<file path="config.mk">
export PLATFORM = sky130hd
export DESIGN_NAME = rst_pulse_seq
export DESIGN_NICKNAME = d
export VERILOG_FILES = /design/src/rtl/rps_pkg.sv /design/src/rtl/rps_tick_timer.sv /design/src/rtl/rps_seq_fsm.sv /design/src/rtl/rps_ctrl_regs.sv /design/src/rtl/rst_pulse_seq.sv
export SDC_FILE = /design/constraint.sdc
export NUM_CORES = 1
export LEC_CHECK = 0
export BUFFER_PORTS_ARGS = -buffer_cell sky130_fd_sc_hd__buf_2
export CAP_MARGIN = 0
export CORE_UTILIZATION = 34
export CTS_CLUSTER_SIZE = 8
export DETAILED_ROUTE_END_ITERATION = 8
export HOLD_SLACK_MARGIN = 0.08
export MAX_ROUTING_LAYER = met4
export PLACE_DENSITY_LB_ADDON = 0.08
export SKIP_CTS_REPAIR_TIMING = 1
export SYNTH_ARGS = -nofsm -noshare
export SYNTH_HDL_FRONTEND = slang
export SYNTH_SLANG_ARGS = --single-unit
export TNS_END_PERCENT = 30
</file>
<file path="constraint.sdc">
create_clock -name clk -period 2.45 [get_ports clk]
set_input_delay 0.245 -clock clk [delete_from_list [all_inputs] [get_ports clk]]
set_output_delay 0.245 -clock clk [all_outputs]
set_load 0.05 [all_outputs]
</file>
<file path="src/rtl/rps_pkg.sv">
package rps_pkg;

  typedef enum logic [1:0] {
    PH_IDLE   = 2'd0,
    PH_APPLY  = 2'd1,
    PH_REMOVE = 2'd2,
    PH_RESUME = 2'd3
  } phase_e;

  function automatic logic phase_gates_clock(input phase_e ph);
    return ph != PH_IDLE;
  endfunction

  function automatic logic phase_holds_reset(input phase_e ph);
    return ph == PH_APPLY;
  endfunction

endpackage

</file>
<file path="src/rtl/rps_tick_timer.sv">
module rps_tick_timer #(
  parameter int CNT_W = 8
) (
  input  logic             clk,
  input  logic             rst_n,
  input  logic             tick,
  input  logic             load,
  input  logic [CNT_W-1:0] load_val,
  output logic             expire
);

  logic [CNT_W-1:0] cnt_q;

  function automatic logic [CNT_W-1:0] eff_units(input logic [CNT_W-1:0] v);
    return (v == '0) ? CNT_W'(1) : v;
  endfunction

  always_ff @(posedge clk or negedge rst_n) begin
    if (!rst_n) begin
      cnt_q <= '0;
    end else if (load) begin
      cnt_q <= eff_units(load_val);
    end else if (tick && cnt_q != '0) begin
      cnt_q <= cnt_q - CNT_W'(1);
    end
  end

  assign expire = tick && (cnt_q == CNT_W'(1));

endmodule

</file>
<file path="src/rtl/rps_seq_fsm.sv">
module rps_seq_fsm
  import rps_pkg::*;
#(
  parameter int PER_W = 8
) (
  input  logic             clk,
  input  logic             rst_n,
  input  logic             start,
  input  logic [PER_W-1:0] start_period,
  input  logic             expire,
  output phase_e           phase,
  output logic             load,
  output logic [PER_W-1:0] load_val,
  output logic             finish
);

  phase_e           phase_q, phase_d;
  logic [PER_W-1:0] run_period_q;
  logic             go;

  assign go    = start && (phase_q == PH_IDLE);
  assign phase = phase_q;

  always_comb begin
    phase_d  = phase_q;
    load     = 1'b0;
    load_val = run_period_q;
    finish   = 1'b0;
    unique case (phase_q)
      PH_IDLE: begin
        if (go) begin
          phase_d  = PH_APPLY;
          load     = 1'b1;
          load_val = start_period;
        end
      end
      PH_APPLY: begin
        if (expire) begin
          phase_d  = PH_REMOVE;
          load     = 1'b1;
          load_val = run_period_q;
        end
      end
      PH_REMOVE: begin
        if (expire) begin
          phase_d  = PH_RESUME;
          load     = 1'b1;
          load_val = '0;
        end
      end
      PH_RESUME: begin
        if (expire) begin
          phase_d = PH_IDLE;
          finish  = 1'b1;
        end
      end
      default: phase_d = PH_IDLE;
    endcase
  end

  always_ff @(posedge clk or negedge rst_n) begin
    if (!rst_n) begin
      phase_q      <= PH_IDLE;
      run_period_q <= '0;
    end else begin
      phase_q <= phase_d;
      if (go) begin
        run_period_q <= start_period;
      end
    end
  end

endmodule

</file>
<file path="src/rtl/rps_ctrl_regs.sv">
module rps_ctrl_regs #(
  parameter int DATA_W   = 32,
  parameter int REQ_BIT  = 0,
  parameter int DONE_BIT = 31,
  parameter int PER_LSB  = 8,
  parameter int PER_W    = 8
) (
  input  logic              clk,
  input  logic              rst_n,
  input  logic              wr_en,
  input  logic [DATA_W-1:0] wr_data,
  input  logic              busy,
  input  logic              finish,
  output logic              start,
  output logic [PER_W-1:0]  wr_period,
  output logic [DATA_W-1:0] rd_data
);

  logic [PER_W-1:0] period_q;
  logic             done_q;
  logic             clr_done;

  assign wr_period = wr_data[PER_LSB +: PER_W];
  assign start     = wr_en && wr_data[REQ_BIT] && !busy;
  assign clr_done  = wr_en && wr_data[DONE_BIT];

  always_ff @(posedge clk or negedge rst_n) begin
    if (!rst_n) begin
      period_q <= '0;
      done_q   <= 1'b0;
    end else begin
      if (wr_en) begin
        period_q <= wr_period;
      end
      if (finish) begin
        done_q <= 1'b1;
      end else if (clr_done) begin
        done_q <= 1'b0;
      end
    end
  end

  always_comb begin
    rd_data                    = '0;
    rd_data[PER_LSB +: PER_W]  = period_q;
    rd_data[REQ_BIT]           = busy;
    rd_data[DONE_BIT]          = done_q;
  end

endmodule

</file>
<file path="src/rtl/rst_pulse_seq.sv">
module rst_pulse_seq
  import rps_pkg::*;
#(
  parameter int DATA_W   = 32,
  parameter int REQ_BIT  = 0,
  parameter int DONE_BIT = 31,
  parameter int PER_LSB  = 8,
  parameter int PER_W    = 8
) (
  input  logic              clk,
  input  logic              rst_n,
  input  logic              tick,
  input  logic              wr_en,
  input  logic [DATA_W-1:0] wr_data,
  output logic [DATA_W-1:0] rd_data,
  output logic              periph_rst,
  output logic              periph_clk_en
);

  phase_e           phase;
  logic             seq_start;
  logic             seq_finish;
  logic             seq_busy;
  logic             tmr_load;
  logic             tmr_expire;
  logic [PER_W-1:0] tmr_load_val;
  logic [PER_W-1:0] wr_period;

  assign seq_busy = phase_gates_clock(phase);

  rps_ctrl_regs #(
    .DATA_W  (DATA_W),
    .REQ_BIT (REQ_BIT),
    .DONE_BIT(DONE_BIT),
    .PER_LSB (PER_LSB),
    .PER_W   (PER_W)
  ) u_regs (
    .clk      (clk),
    .rst_n    (rst_n),
    .wr_en    (wr_en),
    .wr_data  (wr_data),
    .busy     (seq_busy),
    .finish   (seq_finish),
    .start    (seq_start),
    .wr_period(wr_period),
    .rd_data  (rd_data)
  );

  rps_seq_fsm #(
    .PER_W(PER_W)
  ) u_fsm (
    .clk         (clk),
    .rst_n       (rst_n),
    .start       (seq_start),
    .start_period(wr_period),
    .expire      (tmr_expire),
    .phase       (phase),
    .load        (tmr_load),
    .load_val    (tmr_load_val),
    .finish      (seq_finish)
  );

  rps_tick_timer #(
    .CNT_W(PER_W)
  ) u_timer (
    .clk     (clk),
    .rst_n   (rst_n),
    .tick    (tick),
    .load    (tmr_load),
    .load_val(tmr_load_val),
    .expire  (tmr_expire)
  );

  assign periph_rst    = phase_holds_reset(phase);
  assign periph_clk_en = !phase_gates_clock(phase);

endmodule

</file>
==> results.yml, run 1 <==
layout:
  diodes: 0
  nNetsFinal: 241
  layout-drive-gt1-share_pct: 26.9
  layout.core_utilization_pct: 39.4
  syn_to_final_growth_pct: 8.77
global_route:
  grt_pass1_wl_mm: 6.03
  number_of_antenna_violations_at_the_first_check_in_global_routing: 0
  grt_max_degree: 28
  via_count_of_the_first_global_routing_pass: 1244
  global_route.overflow_total: 0
  grt_util_all_layers_pct: 15.0
clock_network:
  insertion_delay_ps: 270
  tritoncts_clock_tree: "done"
  tritoncts.num_buffers: 3
  cts.reportedPaths.clkPinSlew_ps: 90
  cts.htree.levels: 1
  cts.sink_count: 27
  clk_root_buffer_cell: "sky130_fd_sc_hd__clkbuf_8"
  cts_buffer_depth: 2
power_and_ir_drop:
  design_power_total_mw: 2.21
  pwr_density_cell_mw_per_mm2: 1160
  ir_drop_mv: 0.456
  power.leakage_nw: 0.922
die:
  rows: 25
  ioPinCount: 70
  fp.coreArea_mm2: 0.00485
  floorplan.initialDensity_pct: 36.2
  floorplan.die_area_mm2: 0.00545
  overall_die_width_um: 73.8
  fp.dieH_um: 73.8
yosys:
  post_synth_edffs: 0
  synth.area.top_cells: "sky130_fd_sc_hd__dfrtp_1 (39%), sky130_fd_sc_hd__buf_4 (11%), sky130_fd_sc_hd__mux2_2 (10%)"
  async_reset_ff_share_pct: 100
  syn-cell-area_mm2: 0.00175
  cell_type_with_the_highest_aggregate_area_in_the_netlist: "sky130_fd_sc_hd__dfrtp_1"
  ys_ff_latch: 27
  seq_area_frac_synth_pct: 38.5
  netlist-cell-type-count: 40
  synth.yosys.warnings: 0
  synth_top_flop_cell: "sky130_fd_sc_hd__dfrtp_1"
  synth.avg_cell_area_um2: 10.1
  yosysTopAreaCellShare_pct: 38.5
  postSynthCellCount: 173
critical_path:
  arr_time_crit_path_ps: 2410
  timing.critical_path.from_type: "flip-flop"
  criticalPathCategory: "reg2reg"
  worst-endpoint-required_ps: 2660
  path_max_fanout: 13
  cp-end-kind: "flip-flop"
route:
  firstDrtPassIters: 4
  drt_iter0_drc: 39
  dr_total_vias: 1252
  route.antenna.remaining_nets: 0
  totalWireLength_mm: 3.55
  post-route-drc-count: 0
  detail_route.wl_per_cell_um: 13.5
  post_drt_via_cell_ratio: 4.74
sta:
  setup_repair_after_global_routing_missed_its_margin: "false"
  hold_viol: 0
  fin_setup_tns_ps: 0
  report.final.setup_viol: 0
  timing.final.ws_setup_ps: 251
  relSlewSlack_pct: 58.5
  max_freq_mhz: 455
  period_minus_slack_ps: 2200
  final.hold.worst_slack_ps: 224
  finClkSkew_ps: 4.97
  layout_worst_path_cycle_share_pct: 89.8
  tightestPinTransition_ps: 622
  timing.final.max_slew_violations: 0
run_status:
  run_status: "finished, final reports clean"
place:
  detailedPlace.worstSlack_ps: 302
  dp_hpwl_mm: 2.72
  port_buffers: 25
  gp_routability_congestion: 0.776
flow_run:
  timing.max_cap.violations: 0
worst_hold_path:
  min-delay-path-class: "in2reg"
==> metal layers <==
layer	global-route usage, %	vias up	wire length [um]	part of all wire [%]
met5	-	-	0	0
met4	5.34	0	50	1.4
met3	1.65	5	113	3.2
met2	23.3	32	1730	49
met1	20.1	603	1660	47
li1	-	612	-	-
==> path summary, 6_finish.rpt <==
check,from,to,slack [ps],depth (start not counted)
setup / recovery,u_fsm.phase[0]$_DFFE_PN0P_,u_timer.cnt_q[0]$_DFFE_PN0P_,250,8
hold / removal,wr_data[14],u_regs.period_q[6]$_DFFE_PN0P_,220,2
setup reg to reg,u_fsm.phase[0]$_DFFE_PN0P_,u_timer.cnt_q[0]$_DFFE_PN0P_,250,8
hold reg to reg,u_regs.done_q$_DFFE_PN0P_,u_regs.done_q$_DFFE_PN0P_,480,2
max in group asynchronous,rst_n,u_timer.cnt_q[6]$_DFFE_PN0P_,1530,2
min in group asynchronous,rst_n,u_regs.period_q[7]$_DFFE_PN0P_,510,2
==> report_power, final <==
group / internal, mW / switching (mW) / total, mW
combinational: 0.453 / 0.706 / 1.16
sequential: 0.611 / 0.185 / 0.796
clock: 0.114 / 0.140 / 0.254
total: 1.18 / 1.03 / 2.21
==> worst max-delay path: stages, from the launching register on <==
cell and delay, ps:
sky130_fd_sc_hd__dfrtp_1 430, sky130_fd_sc_hd__inv_1 100, sky130_fd_sc_hd__ha_1 300, sky130_fd_sc_hd__buf_4 240
sky130_fd_sc_hd__nor2_1 120, sky130_fd_sc_hd__and2_1 200, sky130_fd_sc_hd__a2111oi_4 370, sky130_fd_sc_hd__and3_1 210
sky130_fd_sc_hd__a31o_1 160
==> cell usage after synthesis (3+ instances only) <==
cell	number
sky130_fd_sc_hd__a21oi_1	9
sky130_fd_sc_hd__and2_1	3
sky130_fd_sc_hd__and3_1	3
sky130_fd_sc_hd__buf_4	25
sky130_fd_sc_hd__dfrtp_1	27
sky130_fd_sc_hd__ha_1	7
sky130_fd_sc_hd__inv_1	7
sky130_fd_sc_hd__mux2_2	16
sky130_fd_sc_hd__mux2i_1	4
sky130_fd_sc_hd__nand2_1	18
sky130_fd_sc_hd__nand3_1	5
sky130_fd_sc_hd__nand4_1	4
sky130_fd_sc_hd__nor2_1	5
sky130_fd_sc_hd__o21ai_0	4
sky130_fd_sc_hd__xor2_1	5
==> flip-flops by register name, indices dropped and copies added (netlist names) <==
register,cells
u_regs.done_q,1
u_fsm.phase,2
u_fsm.run_period_q,8
u_regs.period_q,8
u_timer.cnt_q,8
==> cell usage in the layout (no fill, tap or decap), types with 5 or more instances in the layout <==
master / n
sky130_fd_sc_hd__inv_1: 7
sky130_fd_sc_hd__nand3_1: 5
sky130_fd_sc_hd__xor2_1: 5
sky130_fd_sc_hd__a21oi_1: 9
sky130_fd_sc_hd__mux2_2: 16
sky130_fd_sc_hd__nor2_1: 5
sky130_fd_sc_hd__buf_2: 25
sky130_fd_sc_hd__ha_1: 7
sky130_fd_sc_hd__nand2_1: 18
sky130_fd_sc_hd__dfrtp_1: 27
sky130_fd_sc_hd__conb_1: 22
==> area by class of cell <==
cell class              count  area [um^2]
clock inverters             1         5.00
well taps                  67         83.8
clock buffers               3         41.3
flip-flops and latches     27          676
repair buffers             28          150
fillers                   507         2940
multi-input cells         131          926
inverters                   7         26.3
==> through the flow <==
step	instance area (um^2)	instances
floorplan	1830	194
global placement	1850	259
detailed placement	1850	259
CTS	1900	263
global route	1910	264
finish	1910	264
==> cells by family after synthesis <==
group,Yosys count,share of synthesized area [%]
simple gates,45,13.7
mux,21,13.4
fa+ha+maj,7,4.99
buf+inv,36,13.2
compound gates,30,13.0
other cells,1,0.214
flops,27,38.5
xor+xnor,6,3.00
No activity file was read; power rests on OpenSTA's default activity.
==> run 2, diff against run 1 <==
--- a/config.mk
+++ b/config.mk
@@ -13,6 +13,7 @@
 export HOLD_SLACK_MARGIN = 0.08
 export MAX_ROUTING_LAYER = met4
 export PLACE_DENSITY_LB_ADDON = 0.08
+export SETUP_SLACK_MARGIN = 0.4
 export SKIP_CTS_REPAIR_TIMING = 1
 export SYNTH_ARGS = -nofsm -noshare
 export SYNTH_HDL_FRONTEND = slang
==> run 2 against run 1 <==
Compared with the run above:
- critical endpoint is now u_timer.cnt_q[6]$_DFFE_PN0P_
- cell count rose by 0.76%
- cell area rose by 3.5%
- largest power group unchanged
- critical path depth shrank 2
- sequential power fell by 0.5%
- largest cell class unchanged
- maximum frequency increased by 16%
- die area did not move
- sequential cell count stayed put
- combinational power increased by 9%
==> results.yml, run 2 (synthesis gave the netlist of run 1 again) <==
layout:
  fillCellCount: 502
  diodes: 0
  layout-drive-gt1-share_pct: 29.6
  nNetsFinal: 243
  layout.core_utilization_pct: 40.7
  final_common_cell: "sky130_fd_sc_hd__dfrtp_1"
  biggestRegsByFlops: "u_fsm.run_period_q x8, u_regs.period_q x8, u_timer.cnt_q x8"
  syn_to_final_growth_pct: 12.6
  most-common-layout-cells: "sky130_fd_sc_hd__dfrtp_1 (27), sky130_fd_sc_hd__buf_2 (25), sky130_fd_sc_hd__conb_1 (22)"
clock_network:
  clk_root_buffer_cell: "sky130_fd_sc_hd__clkbuf_8"
  tritoncts.num_buffers: 3
  cts.reportedPaths.clkPinSlew_ps: 100
  cts.htree.levels: 1
  cts_buffer_depth: 2
  tritoncts_clock_tree: "done"
  cts.sink_count: 27
  insertion_delay_ps: 280
critical_path:
  path_cells: "nor4_4, buf_4, a31oi_1, nand4_1, xor2_1, mux2i_1"
  critical_path.n_buffers_inverters: 1
  critPathTopFamily: "compound AO/OA/AOI/OAI gates"
  cp-end-kind: "flip-flop"
  path_max_fanout: 7
  worst-endpoint-required_ps: 2610
  timing.critical_path.from_type: "flip-flop"
  max_stage_delay_ps: 570
  reg2reg_slack_ps: 550
  arr_time_crit_path_ps: 2070
  criticalPathCategory: "reg2reg"
  crit_path_slowest_cell: "sky130_fd_sc_hd__a31oi_1"
global_route:
  via_count_of_the_first_global_routing_pass: 1281
  grt_max_degree: 28
  global_route.overflow_total: 0
  number_of_antenna_violations_at_the_first_check_in_global_routing: 0
  grt_util_all_layers_pct: 14.9
  grt_pass1_wl_mm: 6.04
sta:
  period_minus_slack_ps: 1900
  setup_repair_after_global_routing_missed_its_margin: "false"
  tightestPinTransition_ps: 680
  timing.final.max_slew_violations: 0
  report.final.setup_viol: 0
  max_freq_mhz: 525
  finClkSkew_ps: 7.65
  layout_worst_path_cycle_share_pct: 77.7
  hold_viol: 0
  fin_setup_tns_ps: 0
  relSlewSlack_pct: 54.4
route:
  firstDrtPassIters: 4
  dr_total_vias: 1296
  post-route-drc-count: 0
  wl_met1_mm: 1.72
  detail_route.wl_per_cell_um: 13.6
  detailroute.wirelength.met3_um: 125
  totalWireLength_mm: 3.63
  met2_length_mm: 1.72
  post_drt_via_cell_ratio: 4.87
  top_signal_layer_used: "met4"
  drt_iter0_drc: 63
  route.antenna.remaining_nets: 0
power_and_ir_drop:
  pwr_density_cell_mw_per_mm2: 1180
  ir_drop_mv: 0.392
  power.leakage_nw: 0.935
die:
  fp.dieH_um: 73.8
  floorplan.die_area_mm2: 0.00545
  ioPinCount: 70
  floorplan.initialDensity_pct: 36.2
  overall_die_width_um: 73.8
  rows: 25
  fp.coreArea_mm2: 0.00485
place:
  gp_routability_congestion: 0.810
  dp_hpwl_mm: 2.66
  port_buffers: 25
flow_run:
  timing.max_cap.violations: 0
worst_hold_path:
  min-delay-path-class: "in2reg"
run_status:
  run_status: "finished, final reports clean"
-- run 2: cell types whose count changed in the layout (fill, tap and decap cells not counted), sizes merged --
cell	delta
buf	+2
-- run 2: path summary, 6_finish.rpt --
check,start,cells after the start,to
worst max-delay path,u_timer.cnt_q[2]$_DFFE_PN0P_,6,u_timer.cnt_q[6]$_DFFE_PN0P_
worst min-delay path,wr_data[11],2,u_regs.period_q[3]$_DFFE_PN0P_
worst max register to register,u_timer.cnt_q[2]$_DFFE_PN0P_,6,u_timer.cnt_q[6]$_DFFE_PN0P_
worst min register to register,u_regs.done_q$_DFFE_PN0P_,2,u_regs.done_q$_DFFE_PN0P_
max in group asynchronous,rst_n,2,u_regs.done_q$_DFFE_PN0P_
min in group asynchronous,rst_n,2,u_regs.period_q[7]$_DFFE_PN0P_
-- run 2: layer usage --
layer  up-vias  global-route usage, %
met3         7                   2.06
li1        620                      -
met2        41                   24.0
met4         0                   5.13
met1       628                   19.4
met5         -                      -
-- run 2: final cells by class --
type | instances | area, um^2 | share of cell area [%]
clock buffer | 3 | 41.3 | 2.09
clock inverter | 1 | 5.00 | 0.253
inverter | 7 | 26.3 | 1.33
multi-input combinational | 131 | 977 | 49.5
sequential | 27 | 676 | 34.2
tap | 67 | 83.8 | 4.25
timing repair buffer | 30 | 165 | 8.37
-- run 2: where the power goes --
| part | leakage, nW | internal [mW] | switching (mW) |
|---|---|---|---|
| registers | 0.324 | 0.611 | 0.182 |
| clock network | 0.0255 | 0.114 | 0.152 |
| logic | 0.585 | 0.518 | 0.749 |
| total | 0.935 | 1.24 | 1.08 |
-- run 2: per-stage QoR --
step	hold slack, ps	std cells	setup slack, ps	power [mW]	instance area (um^2)
2_1_floorplan	-50.6	194	459	1.74	1840
3_3_place_gp	295	258	322	1.92	1850
3_5_place_dp	296	258	266	1.95	1850
4_1_cts	-18.2	262	266	2.22	1890
5_1_grt	211	266	424	2.51	1970
6_report	206	266	547	2.33	1970
==> run 3, diff against run 2 <==
--- a/config.mk
+++ b/config.mk
@@ -5,6 +5,7 @@
 export SDC_FILE = /design/constraint.sdc
 export NUM_CORES = 1
 export LEC_CHECK = 0
+export ABC_AREA = 1
 export BUFFER_PORTS_ARGS = -buffer_cell sky130_fd_sc_hd__buf_2
 export CAP_MARGIN = 0
 export CORE_UTILIZATION = 34
==> constraint.sdc (replaced) <==
create_clock -name clk -period 1.6 [get_ports clk]
set_input_delay 0.16 -clock clk [delete_from_list [all_inputs] [get_ports clk]]
set_output_delay 0.16 -clock clk [all_outputs]
set_load 0.05 [all_outputs]
==> run 3 against run 2 <==
Compared with the run above:
- the flow now finishes with violations (negative setup slack)
- routed wire length increased by 1.2%
- worst hold slack got worse by 97 ps
- sequential cell count unchanged
- register-to-register slack got worse by 670 ps
- clock-buffer cell count increased by 1
- critical endpoint is now u_timer.cnt_q[5]$_DFFE_PN0P_
- first-iteration DRC count decreased by 22%
- power increased by 83%
- non-clock buffer count increased by 38
- sequential share of layout area decreased by 5.8 points
- critical path depth increased by 3
==> results.yml, run 3 <==
route:
  firstDrtPassIters: 4
  dr_total_vias: 1449
  drt_iter0_drc: 49
  detail_route.wl_per_cell_um: 10.6
  met2_length_mm: 1.77
  post_drt_via_cell_ratio: 4.18
  totalWireLength_mm: 3.67
  top_signal_layer_used: "met4"
  post-route-drc-count: 0
  wl_met1_mm: 1.74
  route.antenna.remaining_nets: 0
  detailroute.wirelength.met3_um: 96
critical_path:
  path_max_fanout: 8
  worstRegToRegCells: 9
  arr_time_crit_path_ps: 1950
  worst-endpoint-required_ps: 1830
  cp-end-kind: "flip-flop"
  criticalPathCategory: "reg2reg"
  timing.critical_path.from_type: "flip-flop"
  critical_path.startpoint: "u_fsm.phase[1]$_DFFE_PN0P_"
  path_cells: "buf_4, ha_1, nor2_1, inv_2, nand2_8, a21oi_2, buf_4, o211ai_1, o21a_1"
  reg2reg_slack_ps: -130
  path_common_cell: "sky130_fd_sc_hd__buf_4"
  worstReg2RegEnd: "u_timer.cnt_q[5]$_DFFE_PN0P_"
  timing.rr.start: "u_fsm.phase[1]$_DFFE_PN0P_"
  max_stage_delay_ps: 390
  crit_path_slowest_cell: "sky130_fd_sc_hd__dfrtp_1"
layout:
  most-common-layout-cells: "sky130_fd_sc_hd__buf_4 (40), sky130_fd_sc_hd__nand2_1 (39), sky130_fd_sc_hd__dfrtp_1 (27)"
  fillCellCount: 501
  nNetsFinal: 324
  syn_to_final_growth_pct: 36.6
  layout-drive-gt1-share_pct: 43.9
  final_common_cell: "sky130_fd_sc_hd__buf_4"
  diodes: 0
  biggestRegsByFlops: "u_fsm.run_period_q x8, u_regs.period_q x8, u_timer.cnt_q x8"
global_route:
  number_of_antenna_violations_at_the_first_check_in_global_routing: 0
  global_route.overflow_total: 0
  grt_pass1_wl_mm: 5.92
  grt_max_degree: 28
  grt_util_all_layers_pct: 15.0
  via_count_of_the_first_global_routing_pass: 1351
power_and_ir_drop:
  power_frac_clock_pct: 9.4
  design_power_total_mw: 4.26
  power.combinational.fraction_pct: 65.2
  pwr_density_cell_mw_per_mm2: 1790
  power.leakage_nw: 1.21
  power.internal_mw: 2.33
  power_switching_share_pct: 45.4
  p_sw_mw: 1.93
  p_seq_share_pct: 25.4
  ir_drop_mv: 0.857
place:
  gp_routability_congestion: 0.753
  dp_hpwl_mm: 2.70
  port_buffers: 25
sta:
  layout_worst_path_cycle_share_pct: 108
  finClkSkew_ps: 1.48
  timing.final.max_slew_violations: 0
  tightestPinTransition_ps: 610
  relSlewSlack_pct: 59.3
  timing.final.ws_setup_ps: -125
  report.final.setup_viol: 6
  setup_repair_after_global_routing_missed_its_margin: "true"
  max_freq_mhz: 580
  hold_viol: 0
  final.hold.worst_slack_ps: 110
  period_minus_slack_ps: 1730
die:
  ioPinCount: 70
  fp.coreArea_mm2: 0.00482
  overall_die_width_um: 73.5
  rows: 25
  floorplan.initialDensity_pct: 36.1
  floorplan.die_area_mm2: 0.00540
  fp.dieH_um: 73.5
clock_network:
  insertion_delay_ps: 280
  cts.sink_count: 27
  cts.htree.levels: 1
  clk_root_buffer_cell: "sky130_fd_sc_hd__clkbuf_8"
  tritoncts_clock_tree: "done"
  cts_buffer_depth: 2
  tritoncts.num_buffers: 3
  cts.reportedPaths.clkPinSlew_ps: 90
yosys:
  synth.area.top_cells: "sky130_fd_sc_hd__dfrtp_1 (39%), sky130_fd_sc_hd__buf_4 (10%), sky130_fd_sc_hd__nand2_1 (8.9%)"
  postSynthCellCount: 213
  yosysTopAreaCellShare_pct: 38.9
  seq_area_frac_synth_pct: 38.9
  synth_top_flop_cell: "sky130_fd_sc_hd__dfrtp_1"
  netlist-cell-type-count: 27
  ys_ff_latch: 27
  synth.yosys.warnings: 0
  cell_type_with_the_highest_aggregate_area_in_the_netlist: "sky130_fd_sc_hd__dfrtp_1"
  post_synth_edffs: 0
  syn-cell-area_mm2: 0.00174
  post-synth-top-count-cell: "sky130_fd_sc_hd__nand2_1"
  async_reset_ff_share_pct: 100
  synth_common_cells: "sky130_fd_sc_hd__nand2_1 (41), sky130_fd_sc_hd__inv_1 (32), sky130_fd_sc_hd__dfrtp_1 (27), sky130_fd_sc_hd__buf_4 (24), sky130_fd_sc_hd__nor2_1 (14)"
  synth.avg_cell_area_um2: 8.16
run_status:
  failing_checks: "negative setup slack"
  run_status: "finished, violations left"
worst_hold_path:
  min-delay-path-class: "in2reg"
  timing.hold.worst.start: "wr_data[11]"
  holdPathStages: 3
  min_delay_worst_endpoint: "u_fsm.run_period_q[3]$_DFF_PN0_"
flow_run:
  timing.max_cap.violations: 0
[run 3: cell types whose count changed in the layout (fill, tap and decap cells not counted), moves of 4 or more]
cell,previous run,this run
sky130_fd_sc_hd__inv_1,7,23
sky130_fd_sc_hd__inv_2,0,12
sky130_fd_sc_hd__buf_4,4,40
sky130_fd_sc_hd__nand2_1,18,39
sky130_fd_sc_hd__a21oi_4,0,4
sky130_fd_sc_hd__nor2_2,0,4
sky130_fd_sc_hd__a21oi_2,0,4
sky130_fd_sc_hd__o21ai_0,4,9
sky130_fd_sc_hd__nor2_1,5,10
sky130_fd_sc_hd__a21oi_1,9,1
sky130_fd_sc_hd__mux2i_1,4,0
sky130_fd_sc_hd__mux2_2,16,8
[run 3: kinds of logic (layout without fill, tap and decap cells)]
kind of cell,Yosys count,in the layout,synth area share (%)
and+or+nand+nor,72,73,18.1
buffers and inverters,63,108,19.7
AOI/OAI and AO/OA,30,30,10.4
DFF,27,27,38.9
muxes,8,8,5.18
adders and majority gates,7,7,5.04
xor gates and xnor gates,5,5,2.52
other,1,22,0.216
[run 3: per-stage QoR]
stage          setup TNS [ps]  std cells  util (%)  worst slack (ps)  cell area [um^2]
2_1_floorplan            -241        234         -             -98.6              1830
3_3_place_gp             -549        334      43.5              -144              2090
3_5_place_dp             -676        334      43.5              -168              2090
4_1_cts                  -826        338      44.4              -197              2140
5_1_grt                 -1430        347      49.3              -244              2370
6_report                 -383        347      49.3              -125              2370
[run 3: worst max-delay path, delay by kind of cell, from the launching register on]
| kind | cells | cell delay (ps) |
|---|---|---|
| adder cells (fa/ha/maj) | 1 | 230 |
| AO/OA/AOI/OAI | 3 | 370 |
| flip-flops | 1 | 390 |
| AND/OR/NAND/NOR | 2 | 310 |
| buffers and inverters | 3 | 360 |
[run 3: worst max path at each step]
stage          slack [ps]                            to
3_5_place_dp         -170  u_timer.cnt_q[0]$_DFFE_PN0P_
6_report             -130  u_timer.cnt_q[5]$_DFFE_PN0P_
2_1_floorplan        -100  u_timer.cnt_q[0]$_DFFE_PN0P_
4_1_cts              -200  u_timer.cnt_q[0]$_DFFE_PN0P_
3_3_place_gp         -140  u_timer.cnt_q[0]$_DFFE_PN0P_
5_1_grt              -240  u_timer.cnt_q[0]$_DFFE_PN0P_
[run 3: routing by layer]
| metal | global-route usage [%] | up-vias |
|---|---|---|
| li1 | - | 752 |
| met1 | 19.1 | 661 |
| met3 | 2.06 | 5 |
| met5 | - | - |
| met4 | 6.41 | 0 |
| met2 | 23.8 | 31 |
[run 3: final cells by class]
type | instances | area, um^2 | area share, %
Multi-Input combinational cell | 145 | 977 | 41.1
Sequential cell | 27 | 676 | 28.5
Timing Repair Buffer | 68 | 458 | 19.3
Inverter | 36 | 135 | 5.69
Tap cell | 67 | 83.8 | 3.53
Clock buffer | 4 | 45.0 | 1.90
[run 3: power by group through the flow]
stage	Combinational, mW	Clock (mW)	Sequential, mW
2_1_floorplan	1.42	0	1.13
3_3_place_gp	2.32	0	1.05
3_5_place_dp	2.31	0	1.05
4_1_cts	2.32	0.424	1.04
5_1_grt	3.08	0.435	1.11
6_report	2.78	0.400	1.08
